[src/rtl/capture_pkg.sv]
`timescale 1ns/1ps
package capture_pkg;
    typedef enum logic [1:0] {
        ST_IDLE = 2'd0,
        ST_PRE  = 2'd1,
        ST_HOLD = 2'd2,
        ST_POST = 2'd3
    } cap_state_e;
endpackage

[src/rtl/capture_len_calc.sv]
`timescale 1ns/1ps
module capture_len_calc #(
    parameter int ADDR_W    = 17,
    parameter int BLK_SHIFT = 4,
    localparam int BLK_W    = ADDR_W - BLK_SHIFT,
    localparam int LEN_W    = ADDR_W + 1
) (
    input  logic [BLK_W-1:0] cfg_seg_m1_i,
    input  logic [BLK_W-1:0] cfg_mem_m1_i,
    input  logic [BLK_W:0]   cfg_pre_blk_i,
    output logic [LEN_W-1:0] seg_len_o,
    output logic [LEN_W-1:0] mem_len_o,
    output logic [LEN_W-1:0] pre_len_o,
    output logic [LEN_W-1:0] post_len_o
);
    logic [LEN_W-1:0] pre_raw;

    always_comb begin
        seg_len_o  = (LEN_W'(cfg_seg_m1_i) + LEN_W'(1)) << BLK_SHIFT;
        mem_len_o  = (LEN_W'(cfg_mem_m1_i) + LEN_W'(1)) << BLK_SHIFT;
        pre_raw    = LEN_W'(cfg_pre_blk_i) << BLK_SHIFT;
        pre_len_o  = (pre_raw > seg_len_o) ? seg_len_o : pre_raw;
        post_len_o = seg_len_o - pre_len_o;
    end
endmodule

[src/rtl/capture_trig_sel.sv]
`timescale 1ns/1ps
module capture_trig_sel (
    input  logic clk,
    input  logic rst_n,
    input  logic ext_i,
    input  logic pol_i,
    input  logic sw_i,
    output logic trig_o
);
    logic lvl;
    logic prev_d, prev_q;

    always_comb begin
        lvl    = ext_i ^ pol_i;
        prev_d = lvl;
        trig_o = (lvl & ~prev_q) | sw_i;
    end

    always_ff @(posedge clk or negedge rst_n) begin
        if (!rst_n) prev_q <= 1'b0;
        else        prev_q <= prev_d;
    end
endmodule

[src/rtl/capture_seg_base.sv]
`timescale 1ns/1ps
module capture_seg_base #(
    parameter int ADDR_W = 17,
    parameter int SEG_W  = 12,
    localparam int LEN_W = ADDR_W + 1,
    localparam int SUM_W = LEN_W + 1
) (
    input  logic              clk,
    input  logic              rst_n,
    input  logic              clr_i,
    input  logic              adv_i,
    input  logic [LEN_W-1:0]  seg_len_i,
    input  logic [LEN_W-1:0]  mem_len_i,
    output logic [ADDR_W-1:0] base_o,
    output logic [SEG_W-1:0]  idx_o
);
    logic [ADDR_W-1:0] base_d, base_q;
    logic [SEG_W-1:0]  idx_d, idx_q;
    logic [SUM_W-1:0]  nxt_base, nxt_end;
    logic              wrap;

    always_comb begin
        nxt_base = SUM_W'(base_q) + SUM_W'(seg_len_i);
        nxt_end  = nxt_base + SUM_W'(seg_len_i);
        wrap     = (&idx_q) || (nxt_end > SUM_W'(mem_len_i));
        base_d   = base_q;
        idx_d    = idx_q;
        if (clr_i) begin
            base_d = '0;
            idx_d  = '0;
        end else if (adv_i) begin
            base_d = wrap ? '0 : nxt_base[ADDR_W-1:0];
            idx_d  = wrap ? '0 : idx_q + SEG_W'(1);
        end
    end

    always_ff @(posedge clk or negedge rst_n) begin
        if (!rst_n) begin
            base_q <= '0;
            idx_q  <= '0;
        end else begin
            base_q <= base_d;
            idx_q  <= idx_d;
        end
    end

    assign base_o = base_q;
    assign idx_o  = idx_q;


    base_move_chk: assert property (@(posedge clk) disable iff (!rst_n)
        !$stable(base_q) |-> $past(adv_i || clr_i));
endmodule

[src/rtl/capture_ctrl.sv]
`timescale 1ns/1ps
module capture_ctrl #(
    parameter int ADDR_W    = 17,
    parameter int SAMPLE_W  = 8,
    parameter int BLK_SHIFT = 4,
    parameter int SEG_W     = 12,
    localparam int BLK_W    = ADDR_W - BLK_SHIFT,
    localparam int LEN_W    = ADDR_W + 1
) (
    input  logic                clk,
    input  logic                rst_n,
    input  logic                arm_i,
    input  logic                abort_i,
    input  logic                sw_trig_i,
    input  logic                ext_trig_i,
    input  logic                trig_pol_i,
    input  logic                seg_adv_i,
    input  logic                sample_en_i,
    input  logic [SAMPLE_W-1:0] ch0_i,
    input  logic [SAMPLE_W-1:0] ch1_i,
    input  logic [BLK_W-1:0]    cfg_mem_m1_i,
    input  logic [BLK_W-1:0]    cfg_seg_m1_i,
    input  logic [BLK_W:0]      cfg_pre_blk_i,
    input  logic [LEN_W-1:0]    cfg_holdoff_i,
    output logic                wr_en_o,
    output logic [ADDR_W-1:0]   wr_addr_o,
    output logic [SAMPLE_W-1:0] wr_ch0_o,
    output logic [SAMPLE_W-1:0] wr_ch1_o,
    output logic [ADDR_W-1:0]   trig_addr_o,
    output logic [SEG_W-1:0]    seg_idx_o,
    output logic                armed_o,
    output logic                triggered_o,
    output logic                done_o
);
    import capture_pkg::*;

    typedef struct packed {
        cap_state_e        st;
        logic              done;
        logic [ADDR_W-1:0] off;
        logic [LEN_W-1:0]  fill;
        logic [LEN_W-1:0]  hold;
        logic [LEN_W-1:0]  post;
        logic [ADDR_W-1:0] taddr;
    } regs_t;

    regs_t d, q;

    logic [LEN_W-1:0]  seg_len, mem_len, pre_len, post_len;
    logic [LEN_W-1:0]  off_nx;
    logic [ADDR_W-1:0] base;
    logic              trig_evt, trig_ok, adv_go, wr_en;

    capture_len_calc #(.ADDR_W(ADDR_W), .BLK_SHIFT(BLK_SHIFT)) u_len (
        .cfg_seg_m1_i (cfg_seg_m1_i),
        .cfg_mem_m1_i (cfg_mem_m1_i),
        .cfg_pre_blk_i(cfg_pre_blk_i),
        .seg_len_o    (seg_len),
        .mem_len_o    (mem_len),
        .pre_len_o    (pre_len),
        .post_len_o   (post_len)
    );

    capture_trig_sel u_trig (
        .clk   (clk),
        .rst_n (rst_n),
        .ext_i (ext_trig_i),
        .pol_i (trig_pol_i),
        .sw_i  (sw_trig_i),
        .trig_o(trig_evt)
    );

    capture_seg_base #(.ADDR_W(ADDR_W), .SEG_W(SEG_W)) u_seg (
        .clk      (clk),
        .rst_n    (rst_n),
        .clr_i    (abort_i),
        .adv_i    (adv_go),
        .seg_len_i(seg_len),
        .mem_len_i(mem_len),
        .base_o   (base),
        .idx_o    (seg_idx_o)
    );

    always_comb begin
        d       = q;
        wr_en   = 1'b0;
        adv_go  = 1'b0;
        off_nx  = LEN_W'(q.off) + LEN_W'(1);
        trig_ok = (q.st == ST_PRE) && trig_evt && (q.fill >= pre_len);
        if (abort_i) begin
            d = '0;
        end else if (arm_i && (q.st == ST_IDLE)) begin
            d.st   = ST_PRE;
            d.done = 1'b0;
            d.off  = '0;
            d.fill = '0;
        end else begin
            case (q.st)
                ST_IDLE: adv_go = seg_adv_i;
                ST_PRE: begin
                    if (trig_ok) begin
                        d.taddr = base + q.off;
                        d.post  = post_len;
                        if (post_len == '0) begin
                            d.st   = ST_IDLE;
                            d.done = 1'b1;
                        end else if (cfg_holdoff_i != '0) begin
                            d.st   = ST_HOLD;
                            d.hold = cfg_holdoff_i;
                        end else begin
                            d.st = ST_POST;
                        end
                    end else if (sample_en_i) begin
                        wr_en  = 1'b1;
                        d.off  = (off_nx >= seg_len) ? '0 : off_nx[ADDR_W-1:0];
                        d.fill = (q.fill >= pre_len) ? pre_len : q.fill + LEN_W'(1);
                    end
                end
                ST_HOLD: begin
                    if (sample_en_i) begin
                        if (q.hold == LEN_W'(1)) d.st = ST_POST;
                        d.hold = q.hold - LEN_W'(1);
                    end
                end
                ST_POST: begin
                    if (sample_en_i) begin
                        wr_en  = 1'b1;
                        d.off  = (off_nx >= seg_len) ? '0 : off_nx[ADDR_W-1:0];
                        d.post = q.post - LEN_W'(1);
                        if (q.post == LEN_W'(1)) begin
                            d.st   = ST_IDLE;
                            d.done = 1'b1;
                        end
                    end
                end
                default: d = '0;
            endcase
        end
    end

    always_ff @(posedge clk or negedge rst_n) begin
        if (!rst_n) q <= '0;
        else        q <= d;
    end

    assign wr_en_o     = wr_en;
    assign wr_addr_o   = base + q.off;
    assign wr_ch0_o    = ch0_i;
    assign wr_ch1_o    = ch1_i;
    assign trig_addr_o = q.taddr;
    assign armed_o     = (q.st != ST_IDLE);
    assign triggered_o = (q.st == ST_HOLD) || (q.st == ST_POST);
    assign done_o      = q.done;


    abort_idle_chk: assert property (@(posedge clk) disable iff (!rst_n)
        abort_i |=> (!armed_o && !triggered_o && !done_o && trig_addr_o == '0));


    wr_in_seg_chk: assert property (@(posedge clk) disable iff (!rst_n)
        wr_en_o |-> (LEN_W'(q.off) < seg_len));


    trig_after_fill_chk: assert property (@(posedge clk) disable iff (!rst_n)
        $rose(triggered_o) |-> $past(q.fill >= pre_len));


    done_source_chk: assert property (@(posedge clk) disable iff (!rst_n)
        $rose(done_o) |-> $past(q.st == ST_PRE || q.st == ST_POST));
endmodule

[config.mk]
export PLATFORM = sky130hd
export DESIGN_NAME = capture_ctrl
export DESIGN_NICKNAME = d
export VERILOG_FILES = /design/src/rtl/capture_pkg.sv /design/src/rtl/capture_len_calc.sv /design/src/rtl/capture_trig_sel.sv /design/src/rtl/capture_seg_base.sv /design/src/rtl/capture_ctrl.sv
export SDC_FILE = /design/constraint.sdc
export NUM_CORES = 1
export LEC_CHECK = 0
export BUFFER_PORTS_ARGS = -buffer_cell sky130_fd_sc_hd__buf_2
export CELL_PAD_IN_SITES_DETAIL_PLACEMENT = 0
export CELL_PAD_IN_SITES_GLOBAL_PLACEMENT = 1
export CORE_UTILIZATION = 45
export DETAILED_ROUTE_END_ITERATION = 6
export HOLD_SLACK_MARGIN = 0.08
export PLACE_DENSITY_LB_ADDON = 0.1
export SETUP_SLACK_MARGIN = 0.3
export SYNTH_ARGS = -nofsm -noshare
export SYNTH_HDL_FRONTEND = slang
export SYNTH_SLANG_ARGS = --single-unit
[constraint.sdc]
create_clock -name clk -period 18.4 [get_ports clk]
set_input_delay 1.84 -clock clk [delete_from_list [all_inputs] [get_ports clk]]
set_output_delay 1.84 -clock clk [all_outputs]
set_load 0.02 [all_outputs]
==> results of run 1 <==
-- path summary, 6_finish.rpt --
path | from | depth (start not counted) | endpoint
max | cfg_seg_m1_i[0] | 28 | wr_en_o
min | q[50]$_DFFE_PN0P_ | 1 | q[50]$_DFFE_PN0P_
max reg2reg | u_seg.base_o[4]$_DFFE_PN0P_ | 27 | u_seg.base_o[12]$_DFFE_PN0P_
min reg2reg | q[50]$_DFFE_PN0P_ | 1 | q[50]$_DFFE_PN0P_
max in group asynchronous | rst_n | 2 | q[53]$_DFFE_PN0P_
min in group asynchronous | rst_n | 1 | u_seg.idx_o[5]$_DFFE_PN0P_
-- stage by stage --
| step | total power [uW] | util |
|---|---|---|
| 3_5_place_dp | 577 | 0.486 |
| 4_1_cts | 929 | 0.510 |
| 6_report | 922 | 0.510 |
| 5_1_grt | 977 | 0.510 |
| 2_1_floorplan | 496 | - |
| 3_3_place_gp | 574 | 0.486 |
-- final cells by class --
type / count / area share
Timing Repair Buffer: 125 / 0.0520
Sequential cell: 117 / 0.234
Clock buffer: 17 / 0.0340
Clock inverter: 15 / 0.0136
Tap cell: 324 / 0.0324
Inverter: 62 / 0.0186
Multi-Input combinational cell: 1148 / 0.616
-- cell usage after synthesis (16+ instances only) --
| master | number |
|---|---|
| inv_1 | 57 |
| a21oi_1 | 111 |
| nand4_1 | 18 |
| nand3b_1 | 16 |
| xor2_1 | 35 |
| a22o_1 | 29 |
| o21ai_0 | 99 |
| nand2_1 | 116 |
| buf_4 | 35 |
| nand3_1 | 50 |
| xnor2_1 | 47 |
| nand2b_1 | 21 |
| and3_1 | 40 |
| nor3_1 | 61 |
| nor2_1 | 121 |
| nor4_1 | 23 |
| a21o_1 | 21 |
| clkbuf_1 | 55 |
| ha_1 | 99 |
| o21a_1 | 18 |
| dfrtp_1 | 117 |
-- flip-flops by register name, summed over array words and instances (netlist names) --
name / flops
u_seg.idx_o: 12
u_seg.base_o: 13
done_o: 1
u_trig.prev_q: 1
trig_addr_o: 17
q: 73
-- cell families (layout without fill, tap and decap cells) --
| family | after synthesis | after routing | synth area share |
|---|---|---|---|
| multiplexers | 10 | 10 | 0.00937 |
| buffers and inverters | 157 | 219 | 0.0638 |
| flip-flops | 117 | 117 | 0.258 |
| XOR/XNOR | 89 | 89 | 0.0766 |
| AND/OR/NAND/NOR | 539 | 539 | 0.243 |
| adder cells (fa/ha/maj) | 109 | 109 | 0.121 |
| AO/OA/AOI/OAI | 401 | 401 | 0.229 |
-- power groups by stage --
stage | clock (uW) | combinational (uW) | sequential (uW)
final | 347 | 293 | 281
after global routing | 365 | 329 | 283
after CTS | 355 | 293 | 281
after detailed placement | 0 | 291 | 285
after global placement | 0 | 289 | 285
after floorplan | 0 | 214 | 282
-- routing by layer --
| layer | track usage | part of all wire | vias up |
|---|---|---|---|
| li1 | - | - | 5261 |
| met1 | 0.387 | 0.49 | 4979 |
| met2 | 0.399 | 0.44 | 297 |
| met5 | 0 | 0 | - |
| met4 | 0.0665 | 0.013 | 0 |
| met3 | 0.0393 | 0.057 | 33 |
==> key figures, run 1 <==
Setup path
  – CP required: 16560 ps
  – Largest stage delay on the critical path: 800 ps
  – Crit Path Class: in2out
  – CP bufs+invs: 5
  – Reg2reg setup slack: 10840 ps
  – Arr. time, crit path: 8740 ps
  – CP dominant cell by count: o21a_1
  – Worst Setup Start Kind: primary input
  – Delay-heaviest family, CP: compound AO/OA/AOI/OAI gates
  – CP Capture Type: primary output
  – CP max-delay cell: nand2_1
  – CP Max Fanout: 33

Detailed routing
  – Vias per cell: 5.85
  – Drc violations: 0
  – WL final: 33.4 mm
  – WL/cell: 18.5 um
  – Via count: 10.6k
  – DRT antenna net count: 0
  – DR pass1 iterations: 5
  – DRT iter0 DRCs: 754

Cells and area
  – Final Instance Count excl. Fillers: 1808
  – Most common cell after layout, fill and taps aside: nor2_1
  – Nets: 1656
  – Sequential cell area: 2930 um^2
  – Commonest non-fill, non-tap cells in the layout: nor2_1 (121), dfrtp_1 (117), nand2_1 (116)
  – Multi-input logic area: 7710 um^2
  – Filler cell count in the final layout: 2481
  – Area Overhead vs Synth: 10.3%
  – Layout cells sized above 1: 0.126
  – Design Area, Final: 12500 um^2
  – Ant diodes: 0

Synthesis
  – Mapped Nets: 1607
  – Most common flop cell mapped by yosys: dfrtp_1
  – Cells after Synth: 1422
  – Post-Syn Area: 11400 um^2
  – Sequential area share after synthesis: 0.258
  – Synth unique cells: 84
  – Synth async-reset ratio: 1.00
  – Yosys Warn Count: 0
  – Post-synth EDFFs: 0
  – Flops & latches, synth: 117
  – Cell taking the most area after synthesis: dfrtp_1
  – Top post-synthesis cells by area: dfrtp_1 (26%), ha_1 (11%), a21oi_1 (4.9%), o21ai_0 (4.4%), nor2_1 (4.0%)
  – Syn Area/Cell: 7.98 um^2
  – Top cell type's share of synthesized area: 0.258

Global routing
  – Largest net degree at the start of global routing: 66
  – Total grt overflow: 0
  – Gr usage total: 0.263
  – First-pass GRT wire length: 53.9 mm
  – Number of global-route vias before repair: 9934
  – Antenna violations before repair: 0

Placement
  – Cells after DPL: 1776
  – GPL Wtd Cong: 0.903
  – Port-buffer cells: 116
  – Dpl cell area: 11900 um^2
  – Hpwl dp: 25.0 mm
  – Worst slack at placement: 7800 ps

Floorplanning
  – # IOs: 149
  – Die X-Extent: 161 um
  – Die area: 25900 um^2
  – # rows: 57
  – Die Ht: 161 um
  – Initial Utilization: 0.463
  – Core ar.: 24500 um^2

Clock tree
  – Post_cts resized: 0
  – Num CTS Buffers: 17
  – Clk root buf: clkbuf_16
  – CTS tree: done
  – H-tree lvl count: 4
  – Sink Count: 117
  – Clock tree buffer depth: 2
  – # hold bufs at CTS: 0
  – Setup bufs post-CTS: 0
  – Clock latency on the worst-skew pair: 430 ps
  – Worst-path clk slew: 60 ps

Power
  – VDD IR-drop max: 0.0000404 V
  – Net Sw Frac: 0.363
  – Pint: 588 uW
  – P per Cell Area: 73.6 nW/um^2
  – NetSw: 334 uW
  – Logic pwr share: 0.318
  – LEAKAGE: 0.00589 uW
  – Seq pwr share: 0.305
  – Clock power share: 0.377

Timing
  – Maximum clock frequency: 94.5 MHz
  – Final Hold Viols: 0
  – Hold_ws: 507 ps
  – Final worst setup slack: 7820 ps
  – Worst Max-Slew Pin Slew: 1150 ps
  – Unrepaired setup endpoints after global routing: no
  – Period minus WS final: 10580 ps
  – Max-slew violations: 0
  – Worst Skew: 17.1 ps
  – Worst rel slew slack: 0.233
  – Final setup fails: 0
  – Fin Setup TNS: 0 ps
  – Final period util: 0.575

Hold path
  – Hold Crit Class: reg2reg

Status
  – Status: finished, final reports clean

Run
  – Max_cap viols: 0
Note: power is estimated with default switching activity, not from simulation.
==> inputs of run 2 (changes only) <==
--- a/config.mk
+++ b/config.mk
@@ -8,7 +8,7 @@
 export BUFFER_PORTS_ARGS = -buffer_cell sky130_fd_sc_hd__buf_2
 export CELL_PAD_IN_SITES_DETAIL_PLACEMENT = 0
 export CELL_PAD_IN_SITES_GLOBAL_PLACEMENT = 1
-export CORE_UTILIZATION = 45
+export CORE_UTILIZATION = 40
 export DETAILED_ROUTE_END_ITERATION = 6
 export HOLD_SLACK_MARGIN = 0.08
 export PLACE_DENSITY_LB_ADDON = 0.1
==> constraint.sdc (replaced) <==
create_clock -name clk -period 9.63 [get_ports clk]
set_input_delay 0.963 -clock clk [delete_from_list [all_inputs] [get_ports clk]]
set_output_delay 0.963 -clock clk [all_outputs]
set_load 0.02 [all_outputs]
==> run 2 against run 1 <==
Sequential power rose by 91%. Combinational power rose by 92%. Core utilization fell by 5.4 points. Sequential cell count did not move. Clock skew fell by 4.5 ps. Largest cell class unchanged. Highest routed layer unchanged.
==> key figures, run 2 (synthesis results as in run 1) <==
Setup path
  – Reg2reg setup slack: 2720 ps (-8120 ps)
  – Arr. time, crit path: 7480 ps (-1260 ps)
  – CP Max Fanout: 21 (-36%)
  – CP Capture Type: primary output
  – CP required: 8670 ps (-7890 ps)
  – Crit Path Class: in2out
  – Worst Setup Start Kind: primary input

Cells and area
  – Ant diodes: 0 (unchanged)
  – Final Instance Count excl. Fillers: 1868 (+3.3%)
  – Max reg flops: 73 (unchanged)
  – Layout cells sized above 1: 0.130 (+0.00419)
  – Largest Register: q
  – Design Area, Final: 12700 um^2 (+1.5%)
  – Area Overhead vs Synth: 11.9%
  – Nets: 1662 (+0.36%)
  – Most common cell after layout, fill and taps aside: nor2_1
  – Commonest non-fill, non-tap cells in the layout: nor2_1 (120), dfrtp_1 (117), nand2_1 (116)

Clock tree
  – Setup bufs post-CTS: 0 (unchanged)
  – Clock latency on the worst-skew pair: 430 ps (about the same)
  – Sink Count: 117 (unchanged)
  – CTS tree: done
  – # hold bufs at CTS: 0 (unchanged)
  – Post_cts resized: 0 (unchanged)
  – H-tree lvl count: 4 (unchanged)
  – Clock tree buffer depth: 2 (unchanged)
  – Num CTS Buffers: 17 (unchanged)
  – Clk root buf: clkbuf_16
  – Worst-path clk slew: 60 ps (about the same)

Timing
  – Max-slew violations: 0 (unchanged)
  – Period minus WS final: 8440 ps
  – Worst Skew: 12.6 ps (-4.47 ps)
  – Fin Setup TNS: 0 ps (unchanged)
  – Final Hold Viols: 0 (unchanged)
  – Final worst setup slack: 1190 ps (-6630 ps)
  – Worst Max-Slew Pin Slew: 1190 ps (+39.5 ps)
  – Final period util: 0.876
  – Unrepaired setup endpoints after global routing: no
  – Worst rel slew slack: 0.206 (-0.0268)
  – Maximum clock frequency: 118 MHz
  – Final setup fails: 0 (unchanged)

Run
  – Max_cap viols: 0 (unchanged)

Detailed routing
  – DR pass1 iterations: 5 (unchanged)
  – Vias per cell: 5.68 (-2.8%)
  – DRT antenna net count: 0 (unchanged)
  – Drc violations: 0 (unchanged)
  – DRT iter0 DRCs: 795 (+5.4%)
  – WL final: 34.5 mm (+3.3%)
  – WL/cell: 18.5 um (about the same)
  – Via count: 10.6k (+0.46%)

Floorplanning
  – Die Ht: 170 um (+6.0%)
  – # IOs: 149 (unchanged)
  – Core ar.: 27900 um^2 (+14%)
  – Die area: 29100 um^2 (+12%)
  – Initial Utilization: 0.407 (-0.0552)
  – # rows: 61 (+7.0%)
  – Die X-Extent: 170 um (+6.0%)

Global routing
  – Gr usage total: 0.244 (-0.0184)
  – Total grt overflow: 0 (unchanged)
  – Largest net degree at the start of global routing: 71 (+7.6%)
  – Number of global-route vias before repair: 9935 (+0.010%)
  – Antenna violations before repair: 0 (unchanged)
  – First-pass GRT wire length: 55.1 mm (+2.3%)

Power
  – Clock power share: 0.403 (+0.026)
  – Pint: 1200 uW (+100%)
  – LEAKAGE: 0.00595 uW (+1.1%)
  – P per Cell Area: 145 nW/um^2 (+97%)
  – Seq pwr share: 0.291 (-0.014)
  – NetSw: 641 uW (+92%)
  – Logic pwr share: 0.306 (-0.012)
  – VDD IR-drop max: 0.0000895 V (+120%)
  – Net Sw Frac: 0.347 (-0.0153)

Placement
  – GPL Wtd Cong: 0.890 (-1.4%)
  – Cells after DPL: 1836 (+3.4%)
  – Worst slack at placement: 998 ps (-6800 ps)
  – Hpwl dp: 26.2 mm (+5.0%)
  – Dpl cell area: 12000 um^2 (+0.97%)
  – Port-buffer cells: 116 (unchanged)

Hold path
  – Hold Crit Class: reg2reg

Status
  – Status: finished, final reports clean
[run 2: per-stage QoR]
| stage | hold slack, ps | utilization | total power (uW) |
|---|---|---|---|
| 2_1_floorplan | 458 | - | 948 |
| 3_3_place_gp | 485 | 0.432 | 1110 |
| 3_5_place_dp | 475 | 0.432 | 1110 |
| 4_1_cts | 505 | 0.456 | 1860 |
| 5_1_grt | 517 | 0.456 | 1950 |
| 6_report | 506 | 0.456 | 1840 |
[run 2: power by group through the flow]
stage	Sequential, uW	Clock, uW	Combinational [uW]
6_report	537	744	564
5_1_grt	540	778	633
4_1_cts	536	760	565
3_5_place_dp	545	0	562
3_3_place_gp	545	0	562
2_1_floorplan	538	0	409
[run 2: final cells by class]
type / count / area, um^2
Timing Repair Buffer: 131 / 696
Tap cell: 378 / 473
Multi-Input combinational cell: 1148 / 7710
Clock buffer: 17 / 425
Sequential cell: 117 / 2930
Clock inverter: 15 / 238
Fill cell: 2856 / 15200
Inverter: 62 / 233
[run 2: worst paths after layout]
check,end,cells after the start,from
min reg2reg,q[50]$_DFFE_PN0P_,1,q[50]$_DFFE_PN0P_
max,wr_en_o,25,cfg_seg_m1_i[0]
min in group asynchronous,u_seg.idx_o[4]$_DFFE_PN0P_,1,rst_n
min,q[50]$_DFFE_PN0P_,1,q[50]$_DFFE_PN0P_
max reg2reg,u_seg.base_o[12]$_DFFE_PN0P_,27,u_seg.base_o[4]$_DFFE_PN0P_
max in group asynchronous,q[57]$_DFFE_PN0P_,2,rst_n
[run 2: critical path, cell delays in order]
cell and delay [ps]:
buf_2 170, nand3_1 240, nor3_1 370, nand3_1 330, ha_1 430, inv_1 60, a2111oi_2 250, or2_1 430
a21o_1 200, nand2_1 380, o21ai_0 520, inv_1 150, ha_1 310, nor2b_1 130, o21a_1 160, o21a_1 160
o21a_1 160, o21a_1 160, o21bai_1 120, a21oi_1 90, o31ai_1 680, a21boi_2 290, buf_4 290, nor3_1 200
buf_2 200
[run 2: layer usage]
| layer | GRT usage | vias up | routed length, um |
|---|---|---|---|
| met5 | 0 | - | 0 |
| met4 | 0.0509 | 0 | 347 |
| met3 | 0.0347 | 24 | 1690 |
| met2 | 0.367 | 259 | 14800 |
| met1 | 0.367 | 5035 | 17700 |
| li1 | - | 5301 | - |
